File: src/rtl/vcu_pkg.sv
package vcu_pkg;

    localparam int MID_W  = 16;
    localparam int DID_W  = 6;
    localparam int ADDR_W = 36;

    localparam logic [11:0] MASK_BASE = 12'h000;
    localparam logic [11:0] STAT_BASE = 12'h400;
    localparam logic [11:0] DBG_LO_A  = 12'h900;
    localparam logic [11:0] DBG_HI_A  = 12'h904;
    localparam logic [11:0] CTRL_A    = 12'hF00;
    localparam logic [11:0] GPEND_A   = 12'hF10;
    localparam logic [11:0] GSEL_A    = 12'hF14;
    localparam logic [11:0] XFER_A    = 12'hF20;

    localparam int CTRL_EN_BIT   = 31;
    localparam int CTRL_STOP_BIT = 2;

    typedef struct packed {
        logic [MID_W-1:0]  mid;
        logic [DID_W-1:0]  did;
        logic              wr;
        logic [ADDR_W-1:0] addr;
    } viol_rec_t;

    typedef enum logic [1:0] {
        XF_IDLE = 2'd0,
        XF_BUSY = 2'd1,
        XF_DONE = 2'd3
    } xfer_state_e;

    function automatic int words_for(int n);
        return (n + 31) / 32;
    endfunction

    function automatic int idx_bits(int nwords);
        return (nwords > 1) ? $clog2(nwords) : 1;
    endfunction

    function automatic logic [31:0] dbg_lo_word(viol_rec_t r);
        return {4'b0, r.addr[35:32], ~r.wr, r.wr, r.did, r.mid};
    endfunction

    function automatic logic is_onehot32(logic [31:0] v);
        return (v != 32'd0) && ((v & (v - 32'd1)) == 32'd0);
    endfunction

endpackage

File: src/rtl/vcu_slave_bits.sv
module vcu_slave_bits #(
    parameter int NUM_SLAVES = 40
) (
    input  logic                                         clk,
    input  logic                                         rst,
    input  logic [NUM_SLAVES-1:0]                        viol_i,
    input  logic                                         mask_we,
    input  logic                                         stat_we,
    input  logic [vcu_pkg::idx_bits(vcu_pkg::words_for(NUM_SLAVES))-1:0] wr_idx,
    input  logic [31:0]                                  wdata,
    input  logic [vcu_pkg::idx_bits(vcu_pkg::words_for(NUM_SLAVES))-1:0] rd_idx,
    output logic [31:0]                                  mask_rd,
    output logic [31:0]                                  stat_rd,
    output logic                                         hit_o
);
    localparam int NWORDS = vcu_pkg::words_for(NUM_SLAVES);
    localparam int WIDX_W = vcu_pkg::idx_bits(NWORDS);

    logic [NUM_SLAVES-1:0] mask_q;
    logic [NUM_SLAVES-1:0] stat_q;
    logic [NWORDS*32-1:0]  mask_ext;
    logic [NWORDS*32-1:0]  stat_ext;

    for (genvar s = 0; s < NUM_SLAVES; s++) begin : g_slave
        localparam logic [WIDX_W-1:0] WORD = WIDX_W'(s / 32);
        localparam int                BIT  = s % 32;
        always_ff @(posedge clk) begin
            if (rst) begin
                mask_q[s] <= 1'b1;
                stat_q[s] <= 1'b0;
            end else begin
                if (mask_we && wr_idx == WORD)
                    mask_q[s] <= wdata[BIT];
                if (viol_i[s])
                    stat_q[s] <= 1'b1;
                else if (stat_we && wr_idx == WORD && wdata[BIT])
                    stat_q[s] <= 1'b0;
            end
        end
    end

    always_comb begin
        mask_ext = '0;
        stat_ext = '0;
        mask_ext[NUM_SLAVES-1:0] = mask_q;
        stat_ext[NUM_SLAVES-1:0] = stat_q;
    end

    assign mask_rd = mask_ext[rd_idx*32 +: 32];
    assign stat_rd = stat_ext[rd_idx*32 +: 32];
    assign hit_o   = |(stat_q & ~mask_q);

endmodule

File: src/rtl/vcu_grp_capture.sv
module vcu_grp_capture
    import vcu_pkg::*;
#(
    parameter int NUM_GROUPS = 4
) (
    input  logic                       clk,
    input  logic                       rst,
    input  logic [NUM_GROUPS-1:0]      valid_i,
    input  viol_rec_t [NUM_GROUPS-1:0] recs_i,
    input  logic                       clr_we,
    input  logic [NUM_GROUPS-1:0]      clr_bits,
    output logic [NUM_GROUPS-1:0]      pend_o,
    output viol_rec_t [NUM_GROUPS-1:0] recs_o
);
    for (genvar g = 0; g < NUM_GROUPS; g++) begin : g_grp
        always_ff @(posedge clk) begin
            if (rst) begin
                pend_o[g] <= 1'b0;
                recs_o[g] <= '0;
            end else if (clr_we && clr_bits[g]) begin
                pend_o[g] <= 1'b0;
            end else if (valid_i[g] && !pend_o[g]) begin
                pend_o[g] <= 1'b1;
                recs_o[g] <= recs_i[g];
            end
        end
    end

endmodule

File: src/rtl/vcu_xfer.sv
module vcu_xfer
    import vcu_pkg::*;
#(
    parameter int NUM_GROUPS  = 4,
    parameter int XFER_CYCLES = 3
) (
    input  logic                       clk,
    input  logic                       rst,
    input  logic                       ctl_we,
    input  logic [31:0]                ctl_wdata,
    input  logic [NUM_GROUPS-1:0]      sel_i,
    input  viol_rec_t [NUM_GROUPS-1:0] recs_i,
    output xfer_state_e                state_o,
    output logic [31:0]                dbg_lo_o,
    output logic [31:0]                dbg_hi_o
);
    localparam int CNT_W = (XFER_CYCLES > 1) ? $clog2(XFER_CYCLES) : 1;

    logic [CNT_W-1:0] cnt_q;
    viol_rec_t        sel_rec;
    logic             sel_ok;

    always_comb begin
        sel_rec = '0;
        for (int g = 0; g < NUM_GROUPS; g++)
            if (sel_i[g]) sel_rec = sel_rec | recs_i[g];
    end

    assign sel_ok = is_onehot32(32'(sel_i));

    always_ff @(posedge clk) begin
        if (rst) begin
            state_o  <= XF_IDLE;
            cnt_q    <= '0;
            dbg_lo_o <= '0;
            dbg_hi_o <= '0;
        end else if (ctl_we && ctl_wdata == 32'd0) begin
            state_o <= XF_IDLE;
        end else if (ctl_we && ctl_wdata == 32'd1 && state_o == XF_IDLE) begin
            state_o <= XF_BUSY;
            cnt_q   <= CNT_W'(XFER_CYCLES - 1);
        end else if (state_o == XF_BUSY) begin
            if (cnt_q == '0) begin
                state_o <= XF_DONE;
                if (sel_ok) begin
                    dbg_lo_o <= dbg_lo_word(sel_rec);
                    dbg_hi_o <= sel_rec.addr[31:0];
                end
            end else begin
                cnt_q <= cnt_q - 1'b1;
            end
        end
    end

endmodule

File: src/rtl/viol_capture_unit.sv
module viol_capture_unit
    import vcu_pkg::*;
#(
    parameter int NUM_SLAVES  = 40,
    parameter int NUM_GROUPS  = 4,
    parameter int XFER_CYCLES = 3
) (
    input  logic                         clk,
    input  logic                         rst,
    input  logic                         reg_we,
    input  logic [11:0]                  reg_addr,
    input  logic [31:0]                  reg_wdata,
    output logic [31:0]                  reg_rdata,
    input  logic [NUM_SLAVES-1:0]        slv_viol,
    input  logic [NUM_GROUPS-1:0]        grp_valid,
    input  logic [NUM_GROUPS*MID_W-1:0]  grp_mid,
    input  logic [NUM_GROUPS*DID_W-1:0]  grp_did,
    input  logic [NUM_GROUPS-1:0]        grp_wr,
    input  logic [NUM_GROUPS*ADDR_W-1:0] grp_addr,
    output logic                         irq
);
    localparam int NWORDS = words_for(NUM_SLAVES);
    localparam int WIDX_W = idx_bits(NWORDS);

    logic                       aligned, word_ok, in_mask, in_stat;
    logic [WIDX_W-1:0]          widx;
    logic [31:0]                mask_rd, stat_rd, dbg_lo, dbg_hi;
    logic                       hit, en_q;
    logic [NUM_GROUPS-1:0]      sel_q, grp_pend;
    viol_rec_t [NUM_GROUPS-1:0] recs_in, recs_held;
    xfer_state_e                xst;

    assign aligned = (reg_addr[1:0] == 2'b00);
    assign word_ok = int'(reg_addr[9:2]) < NWORDS;
    assign in_mask = aligned && word_ok && reg_addr[11:10] == MASK_BASE[11:10];
    assign in_stat = aligned && word_ok && reg_addr[11:10] == STAT_BASE[11:10];
    assign widx    = reg_addr[2 +: WIDX_W];

    for (genvar g = 0; g < NUM_GROUPS; g++) begin : g_unpack
        assign recs_in[g] = {grp_mid[g*MID_W +: MID_W], grp_did[g*DID_W +: DID_W],
                             grp_wr[g], grp_addr[g*ADDR_W +: ADDR_W]};
    end

    vcu_slave_bits #(.NUM_SLAVES(NUM_SLAVES)) u_bits (
        .clk(clk), .rst(rst), .viol_i(slv_viol),
        .mask_we(reg_we && in_mask), .stat_we(reg_we && in_stat),
        .wr_idx(widx), .wdata(reg_wdata), .rd_idx(widx),
        .mask_rd(mask_rd), .stat_rd(stat_rd), .hit_o(hit)
    );

    vcu_grp_capture #(.NUM_GROUPS(NUM_GROUPS)) u_grp (
        .clk(clk), .rst(rst), .valid_i(grp_valid), .recs_i(recs_in),
        .clr_we(reg_we && reg_addr == GPEND_A),
        .clr_bits(reg_wdata[NUM_GROUPS-1:0]),
        .pend_o(grp_pend), .recs_o(recs_held)
    );

    vcu_xfer #(.NUM_GROUPS(NUM_GROUPS), .XFER_CYCLES(XFER_CYCLES)) u_xfer (
        .clk(clk), .rst(rst), .ctl_we(reg_we && reg_addr == XFER_A),
        .ctl_wdata(reg_wdata), .sel_i(sel_q), .recs_i(recs_held),
        .state_o(xst), .dbg_lo_o(dbg_lo), .dbg_hi_o(dbg_hi)
    );

    always_ff @(posedge clk) begin
        if (rst) begin
            en_q  <= 1'b0;
            sel_q <= '0;
        end else if (reg_we) begin
            if (reg_addr == CTRL_A) begin
                if (reg_wdata[CTRL_STOP_BIT])     en_q <= 1'b0;
                else if (reg_wdata[CTRL_EN_BIT])  en_q <= 1'b1;
            end
            if (reg_addr == GSEL_A) sel_q <= reg_wdata[NUM_GROUPS-1:0];
        end
    end

    assign irq = en_q & hit;

    always_comb begin
        reg_rdata = '0;
        if (in_mask)      reg_rdata = mask_rd;
        else if (in_stat) reg_rdata = stat_rd;
        else begin
            case (reg_addr)
                DBG_LO_A: reg_rdata = dbg_lo;
                DBG_HI_A: reg_rdata = dbg_hi;
                CTRL_A:   reg_rdata = {en_q, 31'b0};
                GPEND_A:  reg_rdata = 32'(grp_pend);
                GSEL_A:   reg_rdata = 32'(sel_q);
                XFER_A:   reg_rdata = {30'b0, xst};
                default:  reg_rdata = '0;
            endcase
        end
    end

endmodule


File: config.mk
export PLATFORM = sky130hd
export DESIGN_NAME = viol_capture_unit
export DESIGN_NICKNAME = d
export VERILOG_FILES = /design/src/rtl/vcu_pkg.sv /design/src/rtl/vcu_slave_bits.sv /design/src/rtl/vcu_grp_capture.sv /design/src/rtl/vcu_xfer.sv /design/src/rtl/viol_capture_unit.sv
export SDC_FILE = /design/constraint.sdc
export NUM_CORES = 1
export LEC_CHECK = 0
export BUFFER_PORTS_ARGS = -buffer_cell sky130_fd_sc_hd__buf_2
export CAP_MARGIN = 20
export CORE_UTILIZATION = 40
export CTS_BUF_LIST = sky130_fd_sc_hd__clkbuf_4 sky130_fd_sc_hd__clkbuf_8 sky130_fd_sc_hd__clkbuf_16
export CTS_CLUSTER_DIAMETER = 120
export DETAILED_ROUTE_END_ITERATION = 8
export GPL_ROUTABILITY_DRIVEN = 0
export SYNTH_ARGS = -nofsm -noshare
export SYNTH_HDL_FRONTEND = slang
export SYNTH_SLANG_ARGS = --single-unit
File: constraint.sdc
create_clock -name clk -period 3 [get_ports clk]
set_clock_uncertainty 0.05 [all_clocks]
set_input_delay 0.3 -clock clk [delete_from_list [all_inputs] [get_ports clk]]
set_output_delay 0.3 -clock clk [all_outputs]
set_load 0.005 [all_outputs]
==> results.py, run 1 <==
metrics = {
    "placement": {
        "port_buffers": 359,
        "placedCellCount": 2567,
        "pre_cts_slack_ps": -42.4,
        "dpl_cell_area_um2": 19300,
        "dpl.hpwl_mm": 40.9,
    },
    "synth": {
        "synth.area.top_cells": "dfxtp_1 (46%), mux2i_1 (15%), nor2_1 (6.4%)",
        "synth_cells": 1766,
        "synth-edff-count": 0,
        "synthArstFlopShare_pct": 0,
        "synth_top_area_share_pct": 46.5,
        "synth.most_common_cell": "dfxtp_1",
        "ys_types": 52,
        "synth.avg_cell_area_um2": 9.48,
        "ys_ff_latch": 389,
        "synth_ff_type": "dfxtp_1",
        "syn_nets": 2094,
        "synth_commonest_cells": "dfxtp_1 (389), nor2_1 (284), mux2i_1 (243)",
        "yosysWarningCount": 0,
        "seq_area_frac_synth_pct": 46.5,
        "syn-cell-area_um2": 16700,
        "yosysTopAreaCell": "dfxtp_1",
    },
    "setup_path": {
        "r2r_end": "u_xfer.dbg_lo_o[20]",
        "reg2reg_slack_ps": 710,
        "cp_num_cells": 8,
        "crit_path_end": "reg_rdata[12]",
        "critPathCaptureType": "output port",
        "worstPathCellList": "buf_2 > or4_1 > buf_4 > nor4_2 > buf_4 > a22oi_1 > nand2_1 > buf_2",
        "cp.arrival_ps": 2430,
        "critical_path_class": "in -> out",
        "crit_path_max_fanout": 16,
        "startpoint": "reg_addr[4]",
        "reg2reg_from": "sel_q[0]",
        "worst_setup_path_start_kind": "input port",
        "critPathBufInv": 4,
        "cp.required_ps": 2650,
        "slowest_stage": "or4_1",
        "reg2regPathDepth": 6,
        "slowest_delay_ps": 550,
        "crit_family": "simple AND/OR/NAND/NOR gates",
    },
    "clock_tree": {
        "cts_tree": "yes",
        "clockBufferDepth": 3,
        "clock-sinks": 389,
        "cts-root-buf": "clkbuf_16",
        "numCtsBuffers": 43,
        "h-tree-depth": 2,
        "cts_resized": 0,
        "path_clk_slew_ps": 60,
        "cts_hold_buf": 316,
        "clk_latency_ps": 580,
        "postCtsSetupBuffers": 0,
    },
    "floorplan": {
        "die_h_um": 207,
        "start_util_pct": 40.7,
        "dieArea_um2": 42700,
        "io_pins": 360,
        "rows": 74,
        "dieWidth_um": 207,
        "core_um2": 41100,
    },
    "power_and_ir_drop": {
        "finalPower_mw": 12.4,
        "p_leak_nw": 10.2,
        "vdd_drop_max_v": 0.000474,
        "power_density_nw_per_um2": 517,
    },
    "drt": {
        "vias_per_cell": 5.49,
        "drt_iter0_drc": 1491,
        "drtAntennaViolNets": 0,
        "drtPass1Iterations": 9,
        "drc_errors": 21,
        "wl_mm": 62.5,
        "wl_per_cell_um": 21.1,
        "vias": 16261,
    },
    "layout": {
        "num-fill-cells": 3513,
        "num_antenna_cells": 0,
        "instances_no_fill": 2960,
        "final_area_um2": 24000,
        "area_growth_pct": 43.0,
        "drive_gt1_share_pct": 23.8,
        "final_net_count": 2724,
    },
    "run": {
        "maxCapViolations": 0,
    },
    "hold_path": {
        "hp-class": "in -> reg",
    },
    "global_route": {
        "track_usage_pct": 28.5,
        "overflow": 0,
        "antenna_found_initial": 0,
        "grt_pass1_wl_mm": 93.4,
        "grt_max_degree": 99,
        "grt_pass1_vias": 16214,
    },
    "sta": {
        "tightest_slew_ps": 1010,
        "finalSetupViolations": 0,
        "grt_setup_unrepaired": "false",
        "period_minus_slack_ps": 2780,
        "setup_tns_ps": 0,
        "relSlewSlack_pct": 32.4,
        "max_freq_ghz": 0.359,
        "layout_setup_ws_ps": 217,
        "slew_violations": 0,
        "finalCritPeriodShare_pct": 92.8,
        "hold_viol": 0,
    },
    "outcome": {
        "status": "finished with violations",
        "violations": "DRC",
    },
}
## flip-flops by register name (all words and copies together) (netlist names)
signal / flops
u_xfer.dbg_lo_o: 28
u_bits.mask_ext: 40
u_xfer.dbg_hi_o: 32
u_grp.pend_o: 4
en_q: 1
u_xfer.cnt_q: 2
sel_q: 4
u_xfer.state_o: 2
u_grp.recs_o: 236
u_bits.stat_ext: 40
## how the worst min path moves through the flow
stage                          endpoint                start  depth (start not counted)  slack, ps
detailed placement  u_bits.mask_ext[25]  u_bits.mask_ext[25]                          2        420
global placement    u_bits.mask_ext[30]  u_bits.mask_ext[30]                          2        420
CTS                            sel_q[0]         reg_wdata[0]                          3         50
global route                   sel_q[0]         reg_wdata[0]                          3        100
finish                         sel_q[0]         reg_wdata[0]                          3         80
floorplan           u_bits.stat_ext[10]        reg_wdata[10]                          1        360
## layout by cell type (no fill, tap or decap), types with 72 or more instances in the layout
master / n
nand2_1: 104
dlygate4sd3_1: 316
inv_1: 84
buf_2: 358
dfxtp_1: 385
a21oi_1: 72
nor2_1: 284
mux2i_1: 243
## metrics by stage
step / utilization [%] / hold slack [ps]
global placement: 47.0 / 415
CTS: 58.3 / 53.3
floorplan: - / 359
finish: 58.3 / 77.2
detailed placement: 47.0 / 424
global route: 58.3 / 105
## tightest hold or removal path, stage by stage
cell     delay, ps
buf_2          200
nand3_1        100
a21oi_1         60
## kinds of logic after synthesis
| family | Yosys count | synth area share (%) |
|---|---|---|
| xor+xnor | 1 | 0.0523 |
| flops | 389 | 46.5 |
| simple gates | 497 | 13.1 |
| fa+ha+maj | 1 | 0.0747 |
| buf+inv | 236 | 5.66 |
| mux | 246 | 14.9 |
| compound gates | 396 | 19.8 |
## metal layers
layer	global-route usage (%)	vias to the layer above	share of wire, %
met5	0	-	0
met4	9.93	0	2.7
met3	4.46	106	6.7
met2	46.6	671	47
met1	38.0	7837	44
li1	-	7647	-
## final cells by class
class,instances,area [um^2],area share [%]
multi-input cells,1141,8120,33.9
repair buffers,737,5590,23.3
well taps,532,666,2.78
flip-flops and latches,389,7800,32.6
clock inverters,11,119,0.496
clock buffers,66,1350,5.63
inverters,84,315,1.32
## power by group
part,internal [mW],switching (mW)
clock network,3.27,2.22
registers,5.40,0.147
logic,0.737,0.613
total,9.40,2.98
No activity file was read; power rests on OpenSTA's default activity.
==> inputs of run 2 (changes only) <==
--- a/config.mk
+++ b/config.mk
@@ -7,11 +7,14 @@
 export LEC_CHECK = 0
 export BUFFER_PORTS_ARGS = -buffer_cell sky130_fd_sc_hd__buf_2
 export CAP_MARGIN = 20
+export CELL_PAD_IN_SITES_DETAIL_PLACEMENT = 1
+export CELL_PAD_IN_SITES_GLOBAL_PLACEMENT = 1
 export CORE_UTILIZATION = 40
-export CTS_BUF_LIST = sky130_fd_sc_hd__clkbuf_4 sky130_fd_sc_hd__clkbuf_8 sky130_fd_sc_hd__clkbuf_16
+export CTS_BUF_LIST = sky130_fd_sc_hd__clkbuf_16
 export CTS_CLUSTER_DIAMETER = 120
 export DETAILED_ROUTE_END_ITERATION = 8
 export GPL_ROUTABILITY_DRIVEN = 0
+export PLACE_DENSITY_LB_ADDON = 0.1
 export SYNTH_ARGS = -nofsm -noshare
 export SYNTH_HDL_FRONTEND = slang
 export SYNTH_SLANG_ARGS = --single-unit
==> run 2 against run 1 <==
  * The run still ends with DRC left
  * Clock power decreased by 7.8%
  * Total power decreased by 3.0%
  * Die area unchanged
  * First-iteration DRC count decreased by 26%
  * Cell area decreased by 0.61%
  * Critical path depth unchanged
  * Utilization decreased by 0.35 points
  * Combinational power increased by 4%
  * Non-clock buffer count decreased by 6
  * Routed wire length increased by 11%
  * Via count increased by 2.0%
  * Worst setup slack got worse by 1.2 ps
  * Largest cell class unchanged
  * Highest routed layer unchanged
==> results.py, run 2 (synthesized netlist as in run 1, its figures left out) <==
metrics = {
    "outcome": {
        "status": "finished with violations",
        "violations": "DRC",
    },
    "run": {
        "maxCapViolations": 0,
    },
    "sta": {
        "hold_viol": 0,
        "finalCritPeriodShare_pct": 92.8,
        "tightest_slew_ps": 818,
        "slew_violations": 0,
        "finalSetupViolations": 0,
        "relSlewSlack_pct": 45.5,
        "grt_setup_unrepaired": "false",
        "max_freq_ghz": 0.359,
        "setup_tns_ps": 0,
        "timing.hold.ws_ps": 14.2,
        "period_minus_slack_ps": 2780,
    },
    "floorplan": {
        "io_pins": 360,
        "core_um2": 41100,
        "die_h_um": 207,
        "dieArea_um2": 42700,
        "start_util_pct": 40.7,
        "dieWidth_um": 207,
        "rows": 74,
    },
    "clock_tree": {
        "clk_latency_ps": 580,
        "cts-root-buf": "clkbuf_16",
        "cts_tree": "yes",
        "clockBufferDepth": 3,
        "path_clk_slew_ps": 60,
        "postCtsSetupBuffers": 0,
        "numCtsBuffers": 45,
        "clock-sinks": 389,
        "h-tree-depth": 2,
    },
    "global_route": {
        "track_usage_pct": 31.9,
        "grt_pass1_vias": 17763,
        "grt_max_degree": 93,
        "grt_pass1_wl_mm": 104,
        "overflow": 0,
        "antenna_found_initial": 2,
    },
    "drt": {
        "drtPass1Iterations": 8,
        "wl_mm": 69.5,
        "wl_per_cell_um": 23.5,
        "drc_errors": 28,
        "vias": 16591,
        "vias_per_cell": 5.61,
        "drtAntennaViolNets": 0,
        "drt_iter0_drc": 1105,
    },
    "power_and_ir_drop": {
        "p_leak_nw": 10.1,
        "power_density_nw_per_um2": 504,
        "vdd_drop_max_v": 0.000463,
    },
    "layout": {
        "largest-register": "u_grp.recs_o",
        "layout_commonest_cell": "dfxtp_1",
        "final_net_count": 2720,
        "layout_common_cells": "dfxtp_1 (385), buf_2 (358), dlygate4sd3_1 (315)",
        "multiInputGateArea_um2": 8120,
        "final_area_um2": 23800,
        "largest_register_ffs": 236,
        "seq_area_um2": 7800,
        "area_growth_pct": 42.2,
        "drive_gt1_share_pct": 22.5,
        "num-fill-cells": 4595,
    },
    "setup_path": {
        "critPathCaptureType": "output port",
        "worst_setup_path_start_kind": "input port",
        "crit_path_max_fanout": 16,
        "cp.arrival_ps": 2430,
        "critical_path_class": "in -> out",
        "cp.required_ps": 2650,
        "reg2regPathDepth": 6,
    },
    "placement": {
        "port_buffers": 359,
        "dpl.hpwl_mm": 43.0,
        "dpl_cell_area_um2": 19300,
    },
    "hold_path": {
        "hp-class": "in -> reg",
        "hold_depth": 3,
    },
}
## run 2: changes by cell type in the layout (fill, tap and decap cells not counted), moves of 3 or more
cell,delta
buf_12,+4
buf_4,-9
clkbuf_16,+3
clkbuf_4,-7
clkbuf_8,-16
clkinv_1,+11
clkinv_2,-5
inv_1,+19
inv_6,-3
## run 2: power by group
| part | switching [mW] | total, mW | internal, mW |
|---|---|---|---|
| sequential | 0.156 | 5.55 | 5.40 |
| clock | 2.22 | 5.05 | 2.83 |
| combinational | 0.661 | 1.40 | 0.741 |
| total | 3.04 | 12.0 | 8.97 |
## run 2: timing repair
action                    in CTS  in global routing
resized for setup              0                  0
hold endpoints to repair     308                  1
hold buffers                 314                  1
## run 2: final timing paths
path              slack, ps                  end           startpoint
hold reg to reg         440  u_bits.mask_ext[21]  u_bits.mask_ext[21]
hold / removal           10      u_grp.pend_o[2]         grp_valid[2]
setup reg to reg        730  u_xfer.dbg_lo_o[19]             sel_q[1]
setup / recovery        220        reg_rdata[13]          reg_addr[4]
## run 2: critical path, stage by stage
cell     delay (ps)
buf_2           110
or4_1           550
buf_4           190
nor4_2          520
buf_4           340
a22oi_1         160
nand2_1         130
buf_2           130
## run 2: layout make-up
| class | instances | share of cell area (%) |
|---|---|---|
| antenna | 2 | 0.0210 |
| clock buffer | 46 | 4.83 |
| clock inverter | 32 | 0.667 |
| inverter | 84 | 1.32 |
| multi-input combinational | 1141 | 34.1 |
| sequential | 389 | 32.8 |
| tap | 532 | 2.80 |
| timing repair buffer | 731 | 23.5 |
## run 2: stage by stage
step	worst slack [ps]	total power, mW	util (%)	std cells
final	216	12.0	57.9	2957
after global routing	106	12.4	57.9	2957
after CTS	219	12.0	57.9	2954
after detailed placement	-52.9	6.66	47.0	2562
after global placement	-14.5	6.62	47.0	2562
after floorplan	198	6.18	-	1766
## run 2: routing by layer
metal	vias up	GRT usage, %	part of all wire, %
met5	-	0	0
li1	7640	-	-
met4	0	11.5	3.4
met3	118	5.51	5.6
met1	8305	39.7	42
met2	528	55.1	49
